## config.mk

```make
export PLATFORM = sky130hd
export DESIGN_NAME = capture_timer_top
export DESIGN_NICKNAME = d
export VERILOG_FILES = /design/src/rtl/ct_pkg.sv /design/src/rtl/ct_timebase.sv /design/src/rtl/ct_filter.sv /design/src/rtl/ct_capture.sv /design/src/rtl/capture_timer_top.sv
export SDC_FILE = /design/constraint.sdc
export NUM_CORES = 1
export LEC_CHECK = 0
export BUFFER_PORTS_ARGS = -buffer_cell sky130_fd_sc_hd__buf_2
export CAP_MARGIN = 10
export CORE_ASPECT_RATIO = 0.6
export CORE_MARGIN = 10
export CORE_UTILIZATION = 35
export DETAILED_ROUTE_END_ITERATION = 7
export GPL_TIMING_DRIVEN = 0
export PLACE_DENSITY = 0.6
export RECOVER_POWER = 100
export SLEW_MARGIN = 0
export SYNTH_ARGS = -nofsm -noshare
export SYNTH_HDL_FRONTEND = slang
export SYNTH_SLANG_ARGS = --single-unit
```

## constraint.sdc

```tcl
create_clock -name clk -period 2.5 [get_ports clk]
set_input_delay 0.25 -clock clk [delete_from_list [all_inputs] [get_ports clk]]
set_output_delay 0.25 -clock clk [all_outputs]
set_load 0.05 [all_outputs]
```

## src/rtl/ct_pkg.sv

```systemverilog
package ct_pkg;
  localparam logic [3:0] A_CTRL = 4'h0;
  localparam logic [3:0] A_COUNT = 4'h1;
  localparam logic [3:0] A_EDGE = 4'h2;
  localparam logic [3:0] A_FILT = 4'h3;
  localparam logic [3:0] A_FLAG = 4'h4;
  localparam int CAP_BASE = 8;
  localparam int HOLD_BASE = 12;

  // cycles per prescaler tick for a select code
  function automatic int unsigned div_ratio(input int unsigned sel);
    return 32'd1 << sel;
  endfunction

  // required stable cycles for a filter code (0 = filter off)
  function automatic int unsigned filter_cycles(input int unsigned sel, input int unsigned unit);
    if (sel == 0) return 0;
    return unit << (sel - 1);
  endfunction

  // polarity bit0 = rising, bit1 = falling
  function automatic logic edge_hit(input logic [1:0] pol, input logic prev, input logic nxt);
    return (pol[0] & nxt & ~prev) | (pol[1] & ~nxt & prev);
  endfunction
endpackage

```

## src/rtl/ct_timebase.sv

```systemverilog
module ct_timebase #(
  parameter int CW = 16,
  parameter int PSW = 3
) (
  input  logic          clk,
  input  logic          rst_n,
  input  logic          enable,
  input  logic          halt,
  input  logic [PSW-1:0] psel,
  output logic [CW-1:0] count,
  output logic          tick
);
  import ct_pkg::*;
  localparam int PW = (1 << PSW) - 1;

  logic [PW-1:0] pre_q;
  logic [PW-1:0] pre_lim;
  logic          run;

  assign run     = enable & ~halt;
  assign pre_lim = PW'(div_ratio(32'(psel)) - 1);
  assign tick    = run && (pre_q >= pre_lim);

  always_ff @(posedge clk or negedge rst_n) begin
    if (!rst_n) begin
      pre_q <= '0;
      count <= '0;
    end else if (!enable) begin
      pre_q <= '0;
    end else if (run) begin
      if (tick) begin
        pre_q <= '0;
        count <= count + 1'b1;
      end else begin
        pre_q <= pre_q + 1'b1;
      end
    end
  end

  // counter moves only on a tick
  p_tick_only_r1: assert property (@(posedge clk) disable iff (!rst_n)
    !tick |=> $stable(count));
  // wrap to zero
  p_wrap_r1: assert property (@(posedge clk) disable iff (!rst_n)
    (tick && count == '1) |=> count == '0);
  // halted timer never ticks and keeps its phase
  p_halt_r3: assert property (@(posedge clk) disable iff (!rst_n)
    (enable && halt) |=> $stable(pre_q) && $stable(count));
  // disable clears the phase
  p_clear_r2: assert property (@(posedge clk) disable iff (!rst_n)
    !enable |=> pre_q == '0);
endmodule

```

## src/rtl/ct_filter.sv

```systemverilog
module ct_filter #(
  parameter int UNIT = 256
) (
  input  logic       clk,
  input  logic       rst_n,
  input  logic       pin,
  input  logic [1:0] dsel,
  input  logic [1:0] pol,
  output logic       hit
);
  import ct_pkg::*;
  localparam int DW = $clog2(UNIT * 4 + 1);

  logic          s_q, f_q, f_nx;
  logic [DW-1:0] d_q, d_nx, limit;

  assign limit = DW'(filter_cycles(32'(dsel), UNIT));

  always_comb begin
    f_nx = f_q;
    d_nx = d_q;
    if (limit == '0) begin
      f_nx = s_q;
      d_nx = '0;
    end else if (s_q == f_q) begin
      d_nx = '0;
    end else if (d_q == limit - 1'b1) begin
      f_nx = s_q;
      d_nx = '0;
    end else begin
      d_nx = d_q + 1'b1;
    end
  end

  assign hit = edge_hit(pol, f_q, f_nx);

  always_ff @(posedge clk or negedge rst_n) begin
    if (!rst_n) begin
      s_q <= 1'b0;
      f_q <= 1'b0;
      d_q <= '0;
    end else begin
      s_q <= pin;
      f_q <= f_nx;
      d_q <= d_nx;
    end
  end

  // a level not yet held long enough is not accepted
  p_stable_r5: assert property (@(posedge clk) disable iff (!rst_n)
    (limit != '0 && s_q != f_q && d_q != limit - 1'b1) |=> $stable(f_q));
  // matching level resets the run length
  p_rerun_r5: assert property (@(posedge clk) disable iff (!rst_n)
    (s_q == f_q) |=> d_q == '0);
  // no capture with no polarity selected
  p_pol_r6: assert property (@(posedge clk) disable iff (!rst_n)
    hit |-> pol != 2'b00);
endmodule

```

## src/rtl/ct_capture.sv

```systemverilog
module ct_capture #(
  parameter int CW = 16
) (
  input  logic          clk,
  input  logic          rst_n,
  input  logic          hit,
  input  logic [CW-1:0] count,
  output logic [CW-1:0] cap,
  output logic [CW-1:0] hold
);
  always_ff @(posedge clk or negedge rst_n) begin
    if (!rst_n) begin
      cap  <= '0;
      hold <= '0;
    end else if (hit) begin
      hold <= cap;
      cap  <= count;
    end
  end

  // old capture shifts back, counter loads
  p_shift_r7: assert property (@(posedge clk) disable iff (!rst_n)
    hit |=> (hold == $past(cap)) && (cap == $past(count)));
  // no event, nothing changes
  p_keep_r6: assert property (@(posedge clk) disable iff (!rst_n)
    !hit |=> $stable(cap) && $stable(hold));
endmodule

```

## src/rtl/capture_timer_top.sv

```systemverilog
module capture_timer_top #(
  parameter int CW = 16,
  parameter int NCH = 4,
  parameter int PSW = 3,
  parameter int FUNIT = 256
) (
  input  logic           clk,
  input  logic           rst_n,
  input  logic           stop_i,
  input  logic           freeze_i,
  input  logic           wait_i,
  input  logic [NCH-1:0] cap_pin_i,
  input  logic           reg_wr_i,
  input  logic [3:0]     reg_addr_i,
  input  logic [CW-1:0]  reg_wdata_i,
  output logic [CW-1:0]  reg_rdata_o
);
  import ct_pkg::*;

  logic           en_q, fh_q, wh_q;
  logic [PSW-1:0] psel_q;
  logic [2*NCH-1:0] edge_q, filt_q;
  logic [NCH-1:0] flag_q, hits, clr;
  logic [CW-1:0]  count;
  logic           tick, halt;
  logic [CW-1:0]  cap  [NCH];
  logic [CW-1:0]  hold [NCH];

  assign halt = stop_i | (freeze_i & fh_q) | (wait_i & wh_q);

  ct_timebase #(.CW(CW), .PSW(PSW)) u_tb (
    .clk(clk), .rst_n(rst_n), .enable(en_q), .halt(halt),
    .psel(psel_q), .count(count), .tick(tick)
  );

  for (genvar c = 0; c < NCH; c++) begin : g_ch
    ct_filter #(.UNIT(FUNIT)) u_flt (
      .clk(clk), .rst_n(rst_n), .pin(cap_pin_i[c]),
      .dsel(filt_q[2*c+1:2*c]), .pol(edge_q[2*c+1:2*c]), .hit(hits[c])
    );
    ct_capture #(.CW(CW)) u_cap (
      .clk(clk), .rst_n(rst_n), .hit(hits[c]), .count(count),
      .cap(cap[c]), .hold(hold[c])
    );
  end

  assign clr = (reg_wr_i && reg_addr_i == A_FLAG) ? reg_wdata_i[NCH-1:0] : '0;

  always_ff @(posedge clk or negedge rst_n) begin
    if (!rst_n) begin
      en_q   <= 1'b0;
      fh_q   <= 1'b0;
      wh_q   <= 1'b0;
      psel_q <= '0;
      edge_q <= '0;
      filt_q <= '0;
      flag_q <= '0;
    end else begin
      flag_q <= (flag_q & ~clr) | hits;
      if (reg_wr_i) begin
        case (reg_addr_i)
          A_CTRL: begin
            en_q   <= reg_wdata_i[0];
            fh_q   <= reg_wdata_i[1];
            wh_q   <= reg_wdata_i[2];
            psel_q <= reg_wdata_i[4 +: PSW];
          end
          A_EDGE:  edge_q <= reg_wdata_i[2*NCH-1:0];
          A_FILT:  filt_q <= reg_wdata_i[2*NCH-1:0];
          default: ;
        endcase
      end
    end
  end

  always_comb begin
    reg_rdata_o = '0;
    case (reg_addr_i)
      A_CTRL:  reg_rdata_o = CW'({psel_q, 1'b0, wh_q, fh_q, en_q});
      A_COUNT: reg_rdata_o = count;
      A_EDGE:  reg_rdata_o = CW'(edge_q);
      A_FILT:  reg_rdata_o = CW'(filt_q);
      A_FLAG:  reg_rdata_o = CW'(flag_q);
      default: begin
        for (int c = 0; c < NCH; c++) begin
          if (int'(reg_addr_i) == CAP_BASE + c)  reg_rdata_o = cap[c];
          if (int'(reg_addr_i) == HOLD_BASE + c) reg_rdata_o = hold[c];
        end
      end
    endcase
  end

  // capture sets its flag, even against a clearing write
  p_flag_set_r8: assert property (@(posedge clk) disable iff (!rst_n)
    (hits != '0) |=> ((flag_q & $past(hits)) == $past(hits)));
  // written ones clear flags with no capture
  p_flag_clr_r8: assert property (@(posedge clk) disable iff (!rst_n)
    (clr != '0 && hits == '0) |=> ((flag_q & $past(clr)) == '0));
  // no capture and no clear keeps flags
  p_flag_keep_r8: assert property (@(posedge clk) disable iff (!rst_n)
    (clr == '0 && hits == '0) |=> $stable(flag_q));
endmodule

```

### Word-level counts from Yosys, hierarchy flattened

Cells that the tools add are included.

| word-level totals | value |
|---|---|
| bits in registers | 229 |
| latch bits | 0 |
| memory bits (writable) | 0 |
| memory bits (read-only) | 0 |
| bits of input ports | 30 |
| output and inout bits | 16 |
| word-level logic and storage cells | 168 |
| memories | 0 |

| operators by class | value |
|---|---|
| add/subtract/negate cells | 15 |
| multiply operators | 0 |
| div/mod/pow operators | 0 |
| magnitude comparators | 1 |
| eq/ne operators | 21 |
| shift-type cells | 5 |
| mux-type cells | 45 |
| bitwise logic cells | 37 |
| reductions and logical operators | 15 |

Operator list:

| kind | count |
|---|---|
| $mux W11 | 16 |
| $mux W16 | 8 |
| $shl A9 B32 Y11 const A | 4 |
| $pmux W16 S5 | 1 |
| $add A11 B1 Y11 const B | 4 |
| $eq A11 B11 Y1 | 4 |
| $logic_not A11 Y1 | 4 |
| $sub A11 B1 Y11 const B | 4 |
| $mux W7 | 3 |
| $and A1 B1 Y1 | 19 |
| $add A16 B1 Y16 const B | 1 |
| $eq A4 B4 Y1 const B | 4 |
| $mux W1 | 16 |
| $eq A4 B2 Y1 const B | 3 |
| $eq A4 B3 Y1 const B | 3 |
| $sub A2 B1 Y3 const B | 4 |
| $not A1 Y1 | 9 |
| $eq A4 B1 Y1 const B | 2 |
| $logic_not A2 Y1 | 4 |
| $add A7 B1 Y7 const B | 1 |
| $ge A7 B7 Y1 | 1 |
| $shl A1 B3 Y7 const A | 1 |
| $sub A7 B1 Y7 const B | 1 |
| $or A1 B1 Y1 | 6 |
| other kinds (10) | 16 |

### Longest topological paths before layout

Gate-level depths: netlist of run 1.

| depth | value |
|---|---|
| depth in word-level cells | 13 |
| mapped depth | 9 |
| gate-level depth less buffers | 7 |

### By module

From an unflattened synthesis of run 1, not the netlist that was laid out.

| second synthesis, totals | value |
|---|---|
| cell total of the unflattened synthesis | 961 |
| area, all modules | 12,250.5 um^2 |

Modules (own cells, without submodules):

| module | instances | cells each | area an instance (um^2) | seq. area each (um^2) |
|---|---|---|---|---|
| ct_capture | 4 | 68 | 1,345.0 | 800.8 |
| ct_filter | 4 | 72 | 713.2 | 325.3 |
| capture_timer_top | 1 | 267 | 2,616.3 | 650.6 |
| ct_timebase | 1 | 134 | 1,401.3 | 575.6 |

### Least setup slack after synthesis of run 1

OpenSTA, ideal clock, no wires.

| timing path | value |
|---|---|
| path kind | input-to-output |
| start | input reg_addr_i[0] |
| end | output reg_rdata_o[11] |
| arrival | 2.146 ns |
| required time | 2.250 ns |
| path slack | 0.104 ns |
| stages on the path | 6 |
| buffers on the path | 2 |
| path through | clkbuf_1 > buf_2 > a21oi_1 > o21ai_0 > a22oi_1 > o21ai_0 |

| between the ends | value |
|---|---|
| longest elaborated chain between the ends | 10 |
| elaborated cells between the ends (all ways) | 22 |
| those cells by class | eq/ne (12); mux (9); reduce/logical (1) |

Ends and longest elaborated chain:

| element | line | RTL |
|---|---|---|
| from (decl) | capture_timer_top.sv:14 | `input logic [3:0] reg_addr_i,` |
| $eq A4 B4 Y1 | capture_timer_top.sv:86 | `if (int'(reg_addr_i) == CAP_BASE + c) reg_rdata_o = cap[c];` |
| $mux W16 | capture_timer_top.sv:86 |  |
| $mux W16 | capture_timer_top.sv:87 | `if (int'(reg_addr_i) == HOLD_BASE + c) reg_rdata_o = hold[c];` |
| $mux W16 | capture_timer_top.sv:86 |  |
| $mux W16 | capture_timer_top.sv:87 |  |
| $mux W16 | capture_timer_top.sv:86 |  |
| $mux W16 | capture_timer_top.sv:87 |  |
| $mux W16 | capture_timer_top.sv:86 |  |
| $mux W16 | capture_timer_top.sv:87 |  |
| $pmux W16 S5 * | capture_timer_top.sv:78 | `case (reg_addr_i)` |
| to (decl) | capture_timer_top.sv:16 | `output logic [CW-1:0] reg_rdata_o` |

Every way passes the cells marked *; elsewhere a longest branch is shown, timed or not.

### Worst setup path in the final report of run 1

| timing path | value |
|---|---|
| start | input reg_addr_i[1] |
| end | output reg_rdata_o[2] |

The elaborated chain is that of the path after synthesis.

==> results of run 1 <==
## metal layers
layer  global-route usage, %  vias up  share of wire, %
li1                        -     3612                 -
met1                   23.26     3930                49
met2                   21.56      241                41
met3                   4.707       51               8.0
met4                   3.826        0               2.3
met5                       0        -                 0
## how the worst min path moves through the flow
stage	endpoint	from	depth (start not counted)	slack (ns)
2_1_floorplan	edge_q[0]	rst_n	0	-0.05
3_3_place_gp	g_ch[3].u_flt.s_q	cap_pin_i[3]	1	0.36
3_5_place_dp	g_ch[0].u_flt.d_q[3]	rst_n	1	0.20
4_1_cts	fh_q	reg_wdata_i[1]	2	0.008
5_1_grt	edge_q[1]	reg_wdata_i[1]	2	0.02
6_report	edge_q[1]	reg_wdata_i[1]	2	0.03
## Yosys cell counts, types with 6 or more instances
master / count / area [um^2]
dfrtp_1: 229 / 5731
mux2_2: 99 / 1115
nand2_1: 65 / 244.0
nor2_1: 64 / 240.2
mux2_4: 58 / 870.8
xor2_1: 40 / 350.3
o21ai_0: 38 / 190.2
nand3_1: 33 / 165.2
a21oi_1: 31 / 155.2
xnor2_1: 24 / 210.2
ha_1: 21 / 262.8
a21o_1: 19 / 142.6
clkbuf_1: 19 / 71.32
inv_1: 18 / 67.56
o22ai_1: 17 / 106.4
a22oi_1: 15 / 112.6
nor3_1: 15 / 75.07
buf_2: 10 / 50.05
nand3b_1: 9 / 67.56
o211ai_1: 9 / 67.56
and2_1: 8 / 50.05
nor2b_1: 8 / 50.05
buf_1: 7 / 26.28
a2bb2oi_1: 6 / 52.55
buf_12: 6 / 120.1
buf_6: 6 / 67.56
mux4_2: 6 / 135.1
## through the flow
stage / worst slack (ns) / power [mW]
5_1_grt: -0.02349 / 10.57
3_5_place_dp: -0.3539 / 6.395
4_1_cts: 0.0008391 / 10.16
2_1_floorplan: 0.1045 / 5.758
6_report: 0.03398 / 10.09
3_3_place_gp: -3.084 / 6.342
## timing repair
action                     CTS  global route
hold buffers                11             0
cloned                       1             0
hold endpoints to repair    71             0
setup buffers                3             0
setup endpoints to repair   27            46
pin swaps                    2             5
gates resized for setup     28            25
## kinds of logic (layout without fill, tap and decap cells)
logic type	Yosys count	count (layout)	share of synthesized area, %
DFF	229	229	49.51
muxes	171	171	19.06
other	0	1	0
and+or+nand+nor	242	242	10.79
AOI/OAI and AO/OA	171	171	9.914
buffers and inverters	69	163	3.611
adders and majority gates	21	21	2.270
xor gates and xnor gates	64	64	4.843
## power by group
part,switching (mW),internal [mW],total (mW)
clock,1.56,2.11,3.67
sequential,0.325,4.04,4.37
combinational,1.15,0.899,2.05
## layout by cell type (no fill, tap or decap), drive strengths merged, types with 9 or more instances in the layout
cell / count
inv: 19
dlygate4sd3: 11
xnor2: 24
buf: 69
o211ai: 9
a22oi: 15
o22ai: 17
xor2: 40
mux2: 161
clkbuf: 53
ha: 21
a21oi: 39
dfrtp: 229
nand3: 37
a21o: 21
nand2: 65
nor2: 65
o21ai: 43
nand3b: 9
nor3: 22
## worst max-delay path: cells and delay by family
family	cells	cell delay (ns)
AND/OR/NAND/NOR	3	1.09
buffers and inverters	3	0.64
AO/OA/AOI/OAI	1	0.24
## area by class of cell
cell class              count  area share (%)
repair buffers             54           2.663
diodes                      1         0.01869
multi-input cells         669           41.43
clock inverters            10           1.047
clock buffers              32           4.775
well taps                 424           3.962
plain buffers              47           2.691
inverters                  20          0.5700
flip-flops and latches    229           42.84
## registers in the layout, indices dropped and copies added (netlist names)
| name | flops |
|---|---|
| filt_q | 8 |
| g_ch.u_flt.s_q | 4 |
| g_ch.u_cap.cap | 64 |
| u_tb.count | 16 |
| fh_q | 1 |
| g_ch.u_flt.d_q | 44 |
| g_ch.u_flt.f_q | 4 |
| g_ch.u_cap.hold | 64 |
| flag_q | 4 |
| edge_q | 8 |
| psel_q | 3 |
| u_tb.pre_q | 7 |
| wh_q | 1 |
| en_q | 1 |
==> results.sh, run 1 <==
export IMPL_clk_latency_ns=0.54
export IMPL_worst_setup_path_start_kind="input pin"
export IMPL_status="finished clean"
export IMPL_start_util_pct=35.56
export IMPL_clk_transition_reported_paths_ns=0.07
export IMPL_multiInputGateArea_mm2=0.005548
export IMPL_cp_arrival_ns=2.22
export IMPL_synthArstFlopShare_pct=100.0
export IMPL_cpPeakStageDelay_ns=0.60
export IMPL_stdcell_area_mm2=0.01339
export IMPL_end_kind="primary output"
export IMPL_ys_ff_latch=229
export IMPL_fillers=3063
export IMPL_reg2reg_depth=6
export IMPL_grt_use_total_pct=15.69
export IMPL_critical_path_max_fanout=6
export IMPL_ys_seq_area_share_pct=49.51
export IMPL_grt_overflow_total=0
export IMPL_fmax_mhz=405.5
export IMPL_dp_hpwl_um=22190
export IMPL_root_buffer="clkbuf_16"
export IMPL_drc=0
export IMPL_worst_pin_slew_ns=1.343
export IMPL_die_area_mm2=0.04098
export IMPL_critPathKind="input pin to primary output"
export IMPL_postLayoutCoreUtil_pct=41.15
export IMPL_ff_latch_area_mm2=0.005737
export IMPL_firstDrtPassIters=5
export IMPL_synth_area_mm2=0.01157
export IMPL_port_buffers=37
export IMPL_antenna_found_initial=1
export IMPL_hp_class="input pin to register"
export IMPL_cts_made_buffers=23
export IMPL_syn_nets=1018
export IMPL_ant_nets=0
export IMPL_grt_pass1_vias=7989
export IMPL_via_count=7834
export IMPL_startpoint="reg_addr_i[1]"
export IMPL_via_per_inst=5.272
export IMPL_setup_viol=0
export IMPL_cts_max_level=1
export IMPL_relSlewSlack_pct=10.49
export IMPL_first_iter_violations=647
export IMPL_clock_sinks=229
export IMPL_pwr_density_cell_mw_per_mm2=753.3
export IMPL_ir_worst_vdd_uv=403.2
export IMPL_wl_um=31810
export IMPL_ios=46
export IMPL_cp_slowest_cell="nor3_1"
export IMPL_syn_area_per_cell_um2=11.97
export IMPL_ys_warn_count=0
export IMPL_ys_flop_type="dfrtp_1"
export IMPL_hold_viol_final=0
export IMPL_fin_nets=1095
export IMPL_cts_max_path_buffers=3
export IMPL_placed_area_mm2=0.01235
export IMPL_hold_ws_ns=0.02900
export IMPL_grt_pass1_wl_um=49890
export IMPL_coreArea_mm2=0.03254
export IMPL_cts_tree="yes"
export IMPL_gp_congestion=0.8923
export IMPL_fin_cells=1486
export IMPL_setup_tns_final_ns=0
export IMPL_synth_edf_count=0
export IMPL_reg2reg_slack_ns=0.11
export IMPL_yosysUniqueCellTypes=65
export IMPL_fin_crit_sh_pct=98.64
export IMPL_r2r_end="u_tb.count[9]"
export IMPL_syn_inst=967
export IMPL_wire_per_inst_um=21.40
export IMPL_skew_ns=0.01877
export IMPL_fp_dieW_um=254.8
export IMPL_crit_path_end="reg_rdata_o[2]"
export IMPL_regToRegStartpoint="psel_q[0]"
export IMPL_cp_cell_sequence="buf_2 > or2_2 > clkbuf_1 > nor3_1 > a22oi_1 > nand3_1 > clkbuf_4"
export IMPL_num_rows=51
export IMPL_drive_above_1_share_pct=30.73
export IMPL_dp_cells=1430
export IMPL_final_min_clock_period_ns=2.466
export IMPL_p_leak_nw=6.157
export IMPL_drv_slew=0
export IMPL_area_delta_synth_final_pct=15.70
export IMPL_grt_max_degree=93
export IMPL_die_height_um=160.9
export IMPL_required_ns=2.25
export IMPL_max_cap_violations=0
(Power assumes the default switching activity.)
==> run 2, diff against run 1 <==
ABC_AREA = 1   (was unset)
==> run 2 against run 1 <==
Net effect:
- the run now ends with max-capacitance violations, max-slew violations left
- setup slack improved by 0.0070 ns
- final area shrank 1.5%
- count of clock-buffer cells in the layout is the same
- combinational power shrank 20%
- critical endpoint is now reg_rdata_o[7]
- largest power group unchanged
==> results.sh, run 2 <==
export IMPL_reg2reg_depth=12
export IMPL_cts_tree="yes"
export IMPL_fillers=3318
export IMPL_layout_common_cells="554 x nand2_1, 228 x dfrtp_1, 179 x nand3_1"
export IMPL_netlist_top_cells_count="547 x nand2_1, 229 x dfrtp_1, 179 x nand3_1, 115 x inv_1, 109 x nor2_1"
export IMPL_port_buffers=36
export IMPL_antenna_found_initial=0
export IMPL_power_mw=9.543
export IMPL_synthArstFlopShare_pct=100.0
export IMPL_ys_flop_type="dfrtp_1"
export IMPL_crit_buf_inv=4
export IMPL_dp_hpwl_um=26230
export IMPL_ys_ff_latch=229
export IMPL_wl_met3_um=3529
export IMPL_via_count=10170
export IMPL_synthTopCellsByArea="dfrtp_1 49%, nand2_1 18%, nand3_1 7.7%, inv_1 3.7%, nor2_1 3.5%"
export IMPL_max_cap_violations=1
export IMPL_ant_nets=0
export IMPL_cts_max_level=1
export IMPL_clk_transition_reported_paths_ns=0.06
export IMPL_antenna_cells_inserted=0
export IMPL_cp_cell_sequence="clkbuf_2 > inv_2 > nand2_1 > nor2_2 > buf_2 > nand2_1 > nand4_1 > nand3b_1 > buf_2"
export IMPL_p_leak_nw=6.683
export IMPL_cts_made_buffers=23
export IMPL_required_ns=2.25
export IMPL_dr_wl_met2_um=13450
export IMPL_final_min_clock_period_ns=2.459
export IMPL_cts_max_path_buffers=3
export IMPL_area_delta_synth_final_pct=13.11
export IMPL_cpLargestDelayFamily="simple AND/OR/NAND/NOR gates"
export IMPL_yosysUniqueCellTypes=39
export IMPL_fin_nets=1602
export IMPL_syn_nets=1536
export IMPL_placed_area_mm2=0.01244
export IMPL_gp_congestion=0.9323
export IMPL_layout_commonest_cell="nand2_1"
export IMPL_wl_um=35240
export IMPL_synth_edf_count=0
export IMPL_die_height_um=161.4
export IMPL_fin_cells=2016
export IMPL_synth_area_mm2=0.01166
export IMPL_fin_ws_ns=0.04093
export IMPL_hold_depth=3
export IMPL_grt_pass1_wl_um=56150
export IMPL_clock_sinks=229
export IMPL_coreArea_mm2=0.03261
export IMPL_fin_crit_sh_pct=98.36
export IMPL_critPathKind="input pin to primary output"
export IMPL_wl_met1_um=17640
export IMPL_firstDrtPassIters=5
export IMPL_violations="max-capacitance violations, max-slew violations"
export IMPL_hold_viol_final=0
export IMPL_critical_path_max_fanout=10
export IMPL_pwr_density_cell_mw_per_mm2=723.7
export IMPL_end_kind="primary output"
export IMPL_wire_per_inst_um=17.48
export IMPL_ys_seq_area_share_pct=49.15
export IMPL_first_iter_violations=1170
export IMPL_root_buffer="clkbuf_16"
export IMPL_cpPeakStageDelay_ns=0.45
export IMPL_yosysMostFrequentCell="nand2_1"
export IMPL_synth_top_cell_area_share_pct=49.15
export IMPL_num_rows=51
export IMPL_grt_overflow_total=0
export IMPL_stdcell_area_mm2=0.01319
export IMPL_fmax_mhz=406.7
export IMPL_place_ws_ns=-0.1612
export IMPL_ir_worst_vdd_uv=456.4
export IMPL_grt_pass1_vias=9707
export IMPL_fp_dieW_um=255.6
export IMPL_r2r_end="g_ch[0].u_cap.hold[10]"
export IMPL_hold_start="reg_wdata_i[5]"
export IMPL_dp_cells=1972
export IMPL_syn_inst=1485
export IMPL_worst_pin_slew_ns=1.609
export IMPL_setup_viol=0
export IMPL_drc=0
export IMPL_cp_arrival_ns=2.21
export IMPL_drv_slew=111
export IMPL_skew_ns=0.02516
export IMPL_ys_warn_count=0
export IMPL_hp_class="input pin to register"
export IMPL_status="finished, violations left"
export IMPL_ios=46
export IMPL_reg2reg_slack_ns=0.19
export IMPL_syn_area_per_cell_um2=7.851
export IMPL_via_per_inst=5.045
export IMPL_grt_use_total_pct=17.00
export IMPL_topRoutingLayerUsed="met4"
export IMPL_start_util_pct=35.75
export IMPL_regToRegStartpoint="filt_q[0]"
export IMPL_synth_top_area_cell="dfrtp_1"
export IMPL_clk_latency_ns=0.55
export IMPL_die_area_mm2=0.04125
export IMPL_reg_top3="g_ch.u_cap.cap x64, g_ch.u_cap.hold x64, g_ch.u_flt.d_q x44"
export IMPL_cp_slowest_cell="nor2_2"
export IMPL_relSlewSlack_pct=-7.240
export IMPL_worst_setup_path_start_kind="input pin"
export IMPL_drive_above_1_share_pct=8.748
export IMPL_hold_end="edge_q[5]"
export IMPL_grt_max_degree=120
-- run 2: cell count changes after synthesis, moves of 13 or more --
| cell | change |
|---|---|
| nand2_1 | +482 |
| nor2_1 | +45 |
| buf_2 | +13 |
| inv_1 | +97 |
| nand4_1 | +23 |
| a21oi_1 | -15 |
| o22ai_1 | -15 |
| a21o_1 | -19 |
| nand3_1 | +146 |
| mux2_2 | -99 |
| mux2_4 | -58 |
| a22oi_1 | -15 |
-- run 2: power by group --
part / total [mW] / switching [mW] / leakage [nW] / internal, mW
clock: 3.51 / 1.57 / 0.358 / 1.93
combinational: 1.64 / 1.14 / 3.22 / 0.502
sequential: 4.40 / 0.332 / 3.10 / 4.07
-- run 2: routing by layer --
metal  up-vias  global-route usage [%]
met5         -                       0
li1       4848                       -
met2       359                   22.55
met3        54                   4.995
met4         0                   3.341
met1      4910                   26.20
-- run 2: stage by stage --
step	utilization, %	hold WS (ns)	TNS [ns]
floorplan	-	-0.04559	0
CTS	40.63	0.02972	0
finish	40.44	0.03783	0
global placement	38.03	0.3600	-699.44
detailed placement	38.15	0.3596	-0.3481
global route	40.44	0.05191	-0.003427
-- run 2: cell families (layout without fill, tap and decap cells) --
group	after synthesis	in the layout	synth area share (%)
AOI/OAI and AO/OA	83	83	3.864
xor gates and xnor gates	45	45	3.380
adders and majority gates	21	21	2.254
buffers and inverters	185	266	6.879
DFF	229	229	49.15
and+or+nand+nor	922	922	34.47
-- run 2: worst max-delay path by stage --
stage                       endpoint          start  slack [ns]  cells past startpoint
6_report              reg_rdata_o[7]  reg_addr_i[2]        0.04                      9
5_1_grt              reg_rdata_o[15]  reg_addr_i[2]      -0.003                     12
4_1_cts               reg_rdata_o[7]  reg_addr_i[2]        0.02                      9
3_5_place_dp          reg_rdata_o[0]  reg_addr_i[1]       -0.16                     10
3_3_place_gp   g_ch[2].u_cap.cap[12]          rst_n       -3.08                      1
2_1_floorplan         u_tb.count[14]      psel_q[2]        0.63                      9
-- run 2: area by class of cell --
class / count / area, um^2 / share of cell area [%]
plain buffers: 64 / 340.3 / 2.581
flip-flops and latches: 229 / 5732 / 43.46
multi-input cells: 1071 / 5102 / 38.69
well taps: 450 / 563.0 / 4.269
repair buffers: 44 / 272.8 / 2.068
inverters: 118 / 442.9 / 3.359
clock inverters: 8 / 85.08 / 0.6452
clock buffers: 32 / 649.4 / 4.924
-- run 2: what timing repair did --
| item | in CTS | in global routing |
|---|---|---|
| resized for setup | 5 | 18 |
| hold buffers | 7 | 0 |
| hold endpoints to repair | 117 | 0 |
| setup endpoints to repair | 7 | 27 |
| setup buffers | 0 | 0 |
| pin swaps | 0 | 0 |
-- run 2: worst register-to-register path: stages (launching register included) --
cell      delay (ns)
dfrtp_1         0.43
inv_1           0.12
ha_1            0.34
inv_1           0.06
nand2_1         0.04
nand2_1         0.06
nor2_1          0.04
nand3_1         0.10
nand2_2         0.12
nand4_4         0.14
clkbuf_1        0.54
nand3_1         0.16
nand2_1         0.12
